`src/rtl/eectl_pkg.sv`:
```
package eectl_pkg;

    localparam int ADDR_W  = 9;
    localparam int WORD_W  = 16;
    localparam int FIELD_W = ADDR_W + 1;
    localparam int HDR_W   = 1 + 2 + FIELD_W;
    localparam int FRAME_W = HDR_W + WORD_W;
    localparam int WB_W    = $clog2(WORD_W);

    typedef enum logic [2:0] {
        CMD_READ  = 3'd0,
        CMD_WRITE = 3'd1,
        CMD_ERASE = 3'd2,
        CMD_WRALL = 3'd3,
        CMD_ERALL = 3'd4
    } cmd_e;

    typedef enum logic [1:0] {
        ST_IDLE,
        ST_SHIFT,
        ST_DESEL,
        ST_POLL
    } state_e;

    typedef struct packed {
        logic [FRAME_W-1:0] bits;
        logic               has_data;
        logic               is_read;
        logic               is_prog;
    } frame_t;

    function automatic logic cmd_known(input logic [2:0] code);
        return code <= 3'd4;
    endfunction

endpackage

```
`src/rtl/eectl_framer.sv`:
```
module eectl_framer
    import eectl_pkg::*;
(
    input  cmd_e                cmd,
    input  logic [ADDR_W-1:0]   addr,
    input  logic [WORD_W-1:0]   wdata,
    output frame_t              frm
);

    logic [1:0]         opc;
    logic [FIELD_W-1:0] fld;
    logic               with_data;

    always_comb begin
        opc       = 2'b00;
        fld       = '0;
        with_data = 1'b0;
        frm       = '0;
        unique case (cmd)
            CMD_READ: begin
                opc = 2'b10;
                fld = {1'b0, addr};
                frm.is_read = 1'b1;
            end
            CMD_WRITE: begin
                opc = 2'b01;
                fld = {1'b0, addr};
                with_data = 1'b1;
                frm.is_prog = 1'b1;
            end
            CMD_ERASE: begin
                opc = 2'b11;
                fld = {1'b0, addr};
                frm.is_prog = 1'b1;
            end
            CMD_WRALL: begin
                fld = {2'b01, {(FIELD_W-2){1'b0}}};
                with_data = 1'b1;
                frm.is_prog = 1'b1;
            end
            CMD_ERALL: begin
                fld = {2'b10, {(FIELD_W-2){1'b0}}};
                frm.is_prog = 1'b1;
            end
            default: ;
        endcase
        frm.has_data = with_data;
        frm.bits     = {1'b1, opc, fld, (with_data ? wdata : {WORD_W{1'b0}})};
    end

endmodule

```
`src/rtl/eectl_sk_timer.sv`:
```
module eectl_sk_timer #(
    parameter int HALF_CYC = 4
) (
    input  logic clk,
    input  logic rst,
    input  logic run,
    output logic sk,
    output logic half_end
);

    localparam int CW = (HALF_CYC > 1) ? $clog2(HALF_CYC) : 1;

    logic [CW-1:0] cnt;

    assign half_end = run && (cnt == CW'(HALF_CYC - 1));

    always_ff @(posedge clk) begin
        if (rst || !run) begin
            cnt <= '0;
            sk  <= 1'b0;
        end else if (half_end) begin
            cnt <= '0;
            sk  <= ~sk;
        end else begin
            cnt <= cnt + 1'b1;
        end
    end

endmodule

```
`src/rtl/eectl_sync.sv`:
```
module eectl_sync #(
    parameter int STAGES = 2
) (
    input  logic clk,
    input  logic rst,
    input  logic d,
    output logic q
);

    generate
        if (STAGES <= 1) begin : g_single
            logic r;
            always_ff @(posedge clk) begin
                if (rst) r <= 1'b1;
                else     r <= d;
            end
            assign q = r;
        end else begin : g_chain
            logic [STAGES-1:0] r;
            always_ff @(posedge clk) begin
                if (rst) r <= '1;
                else     r <= {r[STAGES-2:0], d};
            end
            assign q = r[STAGES-1];
        end
    endgenerate

endmodule

```
`src/rtl/eectl_host.sv`:
```
module eectl_host
    import eectl_pkg::*;
#(
    parameter int HALF_CYC   = 4,
    parameter int DUMMY_CLKS = 0,
    parameter int DESEL_CYC  = 4,
    parameter int POLL_LIMIT = 600000,
    parameter int LEN_W      = 4
) (
    input  logic              clk,
    input  logic              rst,
    input  logic              req_valid,
    input  logic [2:0]        req_op,
    input  logic [ADDR_W-1:0] req_addr,
    input  logic [WORD_W-1:0] req_wdata,
    input  logic [LEN_W-1:0]  req_len,
    output logic              busy,
    output logic              done,
    output logic              timeout,
    output logic              rd_valid,
    output logic [WORD_W-1:0] rd_data,
    output logic              ee_cs,
    output logic              ee_sk,
    output logic              ee_di,
    input  logic              ee_do
);

    localparam int MAX_BITS = DUMMY_CLKS + HDR_W + WORD_W * (2 ** LEN_W);
    localparam int BC_W     = $clog2(MAX_BITS + 1);
    localparam int DC_W     = $clog2(DUMMY_CLKS + 2);
    localparam int GC_W     = $clog2(DESEL_CYC + 1);
    localparam int PC_W     = $clog2(POLL_LIMIT + 1);
    localparam int SKIP     = DUMMY_CLKS + HDR_W;

    state_e              state;
    frame_t              frm;
    logic [BC_W-1:0]     tot_bits;
    logic                accept;
    logic                half_end;
    logic                end_high;
    logic                do_s;

    logic [FRAME_W-1:0]  sh;
    logic [DC_W-1:0]     dummy_left;
    logic [BC_W-1:0]     bits_left;
    logic [BC_W-1:0]     bits_done;
    logic                cur_read;
    logic                cur_prog;
    logic                polled;
    logic                to_flag;
    logic                seen_low;
    logic [GC_W-1:0]     gcnt;
    logic [PC_W-1:0]     pcnt;
    logic [WORD_W-2:0]   rd_sh;
    logic [WB_W-1:0]     wbit;

    eectl_framer u_framer (
        .cmd   (cmd_e'(req_op)),
        .addr  (req_addr),
        .wdata (req_wdata),
        .frm   (frm)
    );

    eectl_sk_timer #(.HALF_CYC(HALF_CYC)) u_timer (
        .clk      (clk),
        .rst      (rst),
        .run      (state == ST_SHIFT),
        .sk       (ee_sk),
        .half_end (half_end)
    );

    eectl_sync #(.STAGES(2)) u_sync (
        .clk (clk),
        .rst (rst),
        .d   (ee_do),
        .q   (do_s)
    );

    assign end_high = half_end && ee_sk;
    assign accept   = req_valid && (state == ST_IDLE) && cmd_known(req_op);
    assign busy     = (state != ST_IDLE);

    always_comb begin
        tot_bits = BC_W'(DUMMY_CLKS + HDR_W);
        if (frm.has_data)
            tot_bits = tot_bits + BC_W'(WORD_W);
        if (frm.is_read)
            tot_bits = tot_bits + BC_W'(WORD_W) * (BC_W'(req_len) + BC_W'(1));
    end

    always_ff @(posedge clk) begin
        if (rst) begin
            state      <= ST_IDLE;
            ee_cs      <= 1'b0;
            ee_di      <= 1'b0;
            sh         <= '0;
            dummy_left <= '0;
            bits_left  <= '0;
            bits_done  <= '0;
            cur_read   <= 1'b0;
            cur_prog   <= 1'b0;
            polled     <= 1'b0;
            to_flag    <= 1'b0;
            seen_low   <= 1'b0;
            gcnt       <= '0;
            pcnt       <= '0;
            rd_sh      <= '0;
            wbit       <= '0;
            rd_valid   <= 1'b0;
            rd_data    <= '0;
            done       <= 1'b0;
            timeout    <= 1'b0;
        end else begin
            done     <= 1'b0;
            timeout  <= 1'b0;
            rd_valid <= 1'b0;
            unique case (state)
                ST_IDLE: begin
                    if (accept) begin
                        state      <= ST_SHIFT;
                        ee_cs      <= 1'b1;
                        cur_read   <= frm.is_read;
                        cur_prog   <= frm.is_prog;
                        polled     <= 1'b0;
                        to_flag    <= 1'b0;
                        bits_left  <= tot_bits;
                        bits_done  <= '0;
                        wbit       <= '0;
                        dummy_left <= DC_W'(DUMMY_CLKS);
                        if (DUMMY_CLKS == 0) begin
                            ee_di <= frm.bits[FRAME_W-1];
                            sh    <= frm.bits << 1;
                        end else begin
                            ee_di <= 1'b0;
                            sh    <= frm.bits;
                        end
                    end
                end
                ST_SHIFT: begin
                    if (end_high) begin
                        bits_done <= bits_done + 1'b1;
                        if (cur_read && (bits_done >= BC_W'(SKIP))) begin
                            rd_sh <= {rd_sh[WORD_W-3:0], do_s};
                            wbit  <= wbit + 1'b1;
                            if (wbit == WB_W'(WORD_W - 1)) begin
                                rd_valid <= 1'b1;
                                rd_data  <= {rd_sh, do_s};
                            end
                        end
                        if (bits_left == BC_W'(1)) begin
                            state <= ST_DESEL;
                            ee_cs <= 1'b0;
                            ee_di <= 1'b0;
                            gcnt  <= '0;
                        end else begin
                            bits_left <= bits_left - 1'b1;
                            if (dummy_left > DC_W'(1)) begin
                                dummy_left <= dummy_left - 1'b1;
                                ee_di      <= 1'b0;
                            end else begin
                                dummy_left <= '0;
                                ee_di      <= sh[FRAME_W-1];
                                sh         <= sh << 1;
                            end
                        end
                    end
                end
                ST_DESEL: begin
                    if (gcnt == GC_W'(DESEL_CYC - 1)) begin
                        if (cur_prog && !polled) begin
                            state    <= ST_POLL;
                            ee_cs    <= 1'b1;
                            polled   <= 1'b1;
                            pcnt     <= '0;
                            seen_low <= 1'b0;
                        end else begin
                            state   <= ST_IDLE;
                            done    <= 1'b1;
                            timeout <= to_flag;
                        end
                    end else begin
                        gcnt <= gcnt + 1'b1;
                    end
                end
                ST_POLL: begin
                    if (!do_s)
                        seen_low <= 1'b1;
                    if (seen_low && do_s) begin
                        state <= ST_DESEL;
                        ee_cs <= 1'b0;
                        gcnt  <= '0;
                    end else if (pcnt == PC_W'(POLL_LIMIT - 1)) begin
                        state   <= ST_DESEL;
                        ee_cs   <= 1'b0;
                        gcnt    <= '0;
                        to_flag <= 1'b1;
                    end else begin
                        pcnt <= pcnt + 1'b1;
                    end
                end
                default: state <= ST_IDLE;
            endcase
        end
    end

endmodule

```
`config.mk`:
```
export PLATFORM = sky130hd
export DESIGN_NAME = eectl_host
export DESIGN_NICKNAME = d
export VERILOG_FILES = /design/src/rtl/eectl_pkg.sv /design/src/rtl/eectl_framer.sv /design/src/rtl/eectl_sk_timer.sv /design/src/rtl/eectl_sync.sv /design/src/rtl/eectl_host.sv
export SDC_FILE = /design/constraint.sdc
export NUM_CORES = 1
export LEC_CHECK = 0
export BUFFER_PORTS_ARGS = -buffer_cell sky130_fd_sc_hd__buf_2
export CAP_MARGIN = 20
export CELL_PAD_IN_SITES_DETAIL_PLACEMENT = 0
export CELL_PAD_IN_SITES_GLOBAL_PLACEMENT = 1
export CORE_MARGIN = 2
export CORE_UTILIZATION = 44
export DETAILED_ROUTE_END_ITERATION = 10
export GPL_TIMING_DRIVEN = 1
export HOLD_SLACK_MARGIN = 0.12
export PLACE_DENSITY = 0.91
export SYNTH_ARGS = -nofsm -noshare
export SYNTH_HDL_FRONTEND = slang
export SYNTH_SLANG_ARGS = --single-unit
export TNS_END_PERCENT = 10
```
`constraint.sdc`:
```
create_clock -name clk -period 2.3 [get_ports clk]
set_input_delay 0.46 -clock clk [delete_from_list [all_inputs] [get_ports clk]]
set_output_delay 0.46 -clock clk [all_outputs]
set_load 0.02 [all_outputs]
```
==> metrics <==
outcome finished, final reports clean; Ys Warns 0; 1st-iter DRT viols ~480; initial antenna violation count 0; DR DRC count 0; clk buf depth 2; # resized after CTS 0; period utilization 92.3%; root buffer selected by CTS clkbuf_16; Layout Cells excl Fill 906; top-area cell type share of the netlist area 43.8%; post-CTS setup buffer count 0; Syn Std Cell Area between 0.005 and 0.006 mm2; chip height 116 um; vias per std cell 5.52; worst clock skew around 0.0062 ns; Gate Count Post-Synth 663; Slew Viols, Final 0; clk_lat worst skew roughly 0.42 ns; FP Rows 40; #FFs+latches synth around 120; port buffer count between 50 and 60; Reg clk slew, reported paths 0.06 ns; share of layout cells above drive strength 1 17.8%; Slew headroom roughly 33%; R2R cell count 6; worst min path class input port to register; total power 5.48 mW; Die ar. 0.0135 mm2; post-synth top area cell dfxtp_1; CP arrival between 2 and 2.5 ns; fraction of registers with async set/reset 0%; DR pass1 iterations 5; Initial Util 45.6%; number of global-route vias before repair 4645; top cells by count, synth dfxtp_1, nand2_1, a21oi_1, nor2_1, nor3_1; Post-synth EDFFs 0; remaining global-route overflow 0; Die Wd roughly 120 um; CP Data Required Time 2.58 ns; synth top area cells dfxtp_1, a21oi_1, nand2_1; final hold vios 0; largest net degree at the start of global routing 39; CTS tree yes; Top-Level Pins 59; Post-Route Setup TNS 0 ns; DR WL/cell 14.2 um; Max-cap violations 0; Mapped Nets 711; hold_buf cts 0; Synth Flop Type dfxtp_1; final wirelength 12800 um; worst vdd ir 585 uV; Core Region roughly 0.012 mm2; Layout Area Growth over Synthesis 20.2%; count leader, synth dfxtp_1; sequential share of the synthesized area 43.8%; CP Max Fanout 8; antenna violation net count after detailed routing 0; CP Capture Type register; Setup CP Type register to register; achievable frequency approximately 470 MHz; n_diodes 0; Final nets around 770; vias between 5000 and 6000; cts bufs inserted 17; Setup crit start kind register; Hold Slack 0.227 ns; P_leak 2.51 nW; RD Place Congestion 0.859; pwr dens 826 mW/mm2; WHS Path Cells 2; first-pass GRT wire length 21800 um; RSZ-0062 raised after global routing no; clk sink count 121; Post-Place Cells 874; crit path time final 2.12 ns; Total GRT Usage 20.2%; H-Tree Depth 4; Distinct cells, synth 66; DP Wirelength 8930 um; worst-margin pin slew 0.993 ns; final setup violation count 0; syn avg cell area 8.33 um2
logic make-up after synthesis:
logic type	Yosys count	synth area share, %
AND/OR/NAND/NOR	299	26.5
AO/OA/AOI/OAI	158	19.1
flip-flops	121	43.8
buffers and inverters	53	4.55
XOR/XNOR	17	2.69
adder cells (fa/ha/maj)	12	2.72
multiplexers	3	0.589
sequential cells by signal (all words and copies together), names as in the netlist:
| name | cells |
|---|---|
| pcnt | 20 |
| rd_valid | 1 |
| cur_prog | 1 |
| wbit | 4 |
| done | 1 |
| polled | 1 |
| bits_done | 9 |
| sh | 28 |
| rd_sh | 15 |
| u_timer.cnt | 2 |
| timeout | 1 |
| bits_left | 9 |
| rd_data | 16 |
| ee_di | 1 |
| state | 2 |
| u_sync.g_chain.r | 2 |
| gcnt | 3 |
| seen_low | 1 |
| ee_cs | 1 |
| to_flag | 1 |
| u_timer.sk | 1 |
| cur_read | 1 |
where the power goes:
group	internal [mW]	total, mW	switching [mW]
registers	2.18	2.24	0.0641
clock network	1.70	2.68	0.978
logic	0.227	0.562	0.335
total	4.11	5.48	1.38
area by class of cell:
type | count | area, um2
Timing Repair Buffer | 83 | 503
Fill cell | 1146 | 5470
Clock inverter | 15 | 175
Inverter | 13 | 48.8
Tap cell | 168 | 210
Multi-Input combinational cell | 489 | 2850
Sequential cell | 121 | 2420
Clock buffer | 17 | 425
cells in the final DEF, fill, tap and decap left out, types with 3 or more instances in the layout:
master      instances
nand2_1            90
nor3_1             40
o31ai_1             6
xor2_1             10
ha_1               12
a21oi_1            69
nor2_1             69
and4_1              3
nand4_1             8
nand2b_1            4
and3_1             10
a211oi_1            8
or4_1              11
a221oi_1           23
clkinv_2            4
o211ai_1            5
buf_4              23
buf_2              58
and2_1              6
xnor2_1             7
bufinv_16           3
a31oi_1             3
a32oi_1             3
dfxtp_1           121
nor2b_1             6
or3_1               4
clkinvlp_4          4
clkbuf_16          17
nand3_1            23
inv_1              13
nor4_1              6
o21ai_0            16
critical path: stages (launching register included):
cell      delay [ns]
dfxtp_1         0.44
ha_1            0.22
and4bb_2        0.24
nand4_1         0.21
o21a_1          0.36
o311ai_0        0.40
o41ai_1         0.13
worst paths after layout:
path	start	to	slack, ns
setup / recovery	pcnt[0]$_SDFFE_PP0P_	ee_cs$_SDFFE_PP0P_	0.18
hold / removal	ee_do	u_sync.g_chain.r[0]$_SDFF_PP1_	0.23
setup reg to reg	pcnt[0]$_SDFFE_PP0P_	ee_cs$_SDFFE_PP0P_	0.18
hold reg to reg	u_sync.g_chain.r[0]$_SDFF_PP1_	u_sync.g_chain.r[1]$_SDFF_PP1_	0.41
through the flow:
stage                     utilization (%)  setup WS, ns  instance area [um2]
final                                54.8         0.177                 6640
after CTS                            54.8         0.176                 6640
after detailed placement             49.9         0.219                 6040
after global placement               49.9         0.203                 6040
after global routing                 54.8        0.0446                 6640
after floorplan                         -         0.320                 5530
layer usage:
metal  part of all wire, %  track usage [%]
met1                    47             25.9
met2                    47             33.5
met3                   4.4             5.44
met4                   1.1             5.95
met5                     0                0
No activity file was read; power rests on OpenSTA's default activity.
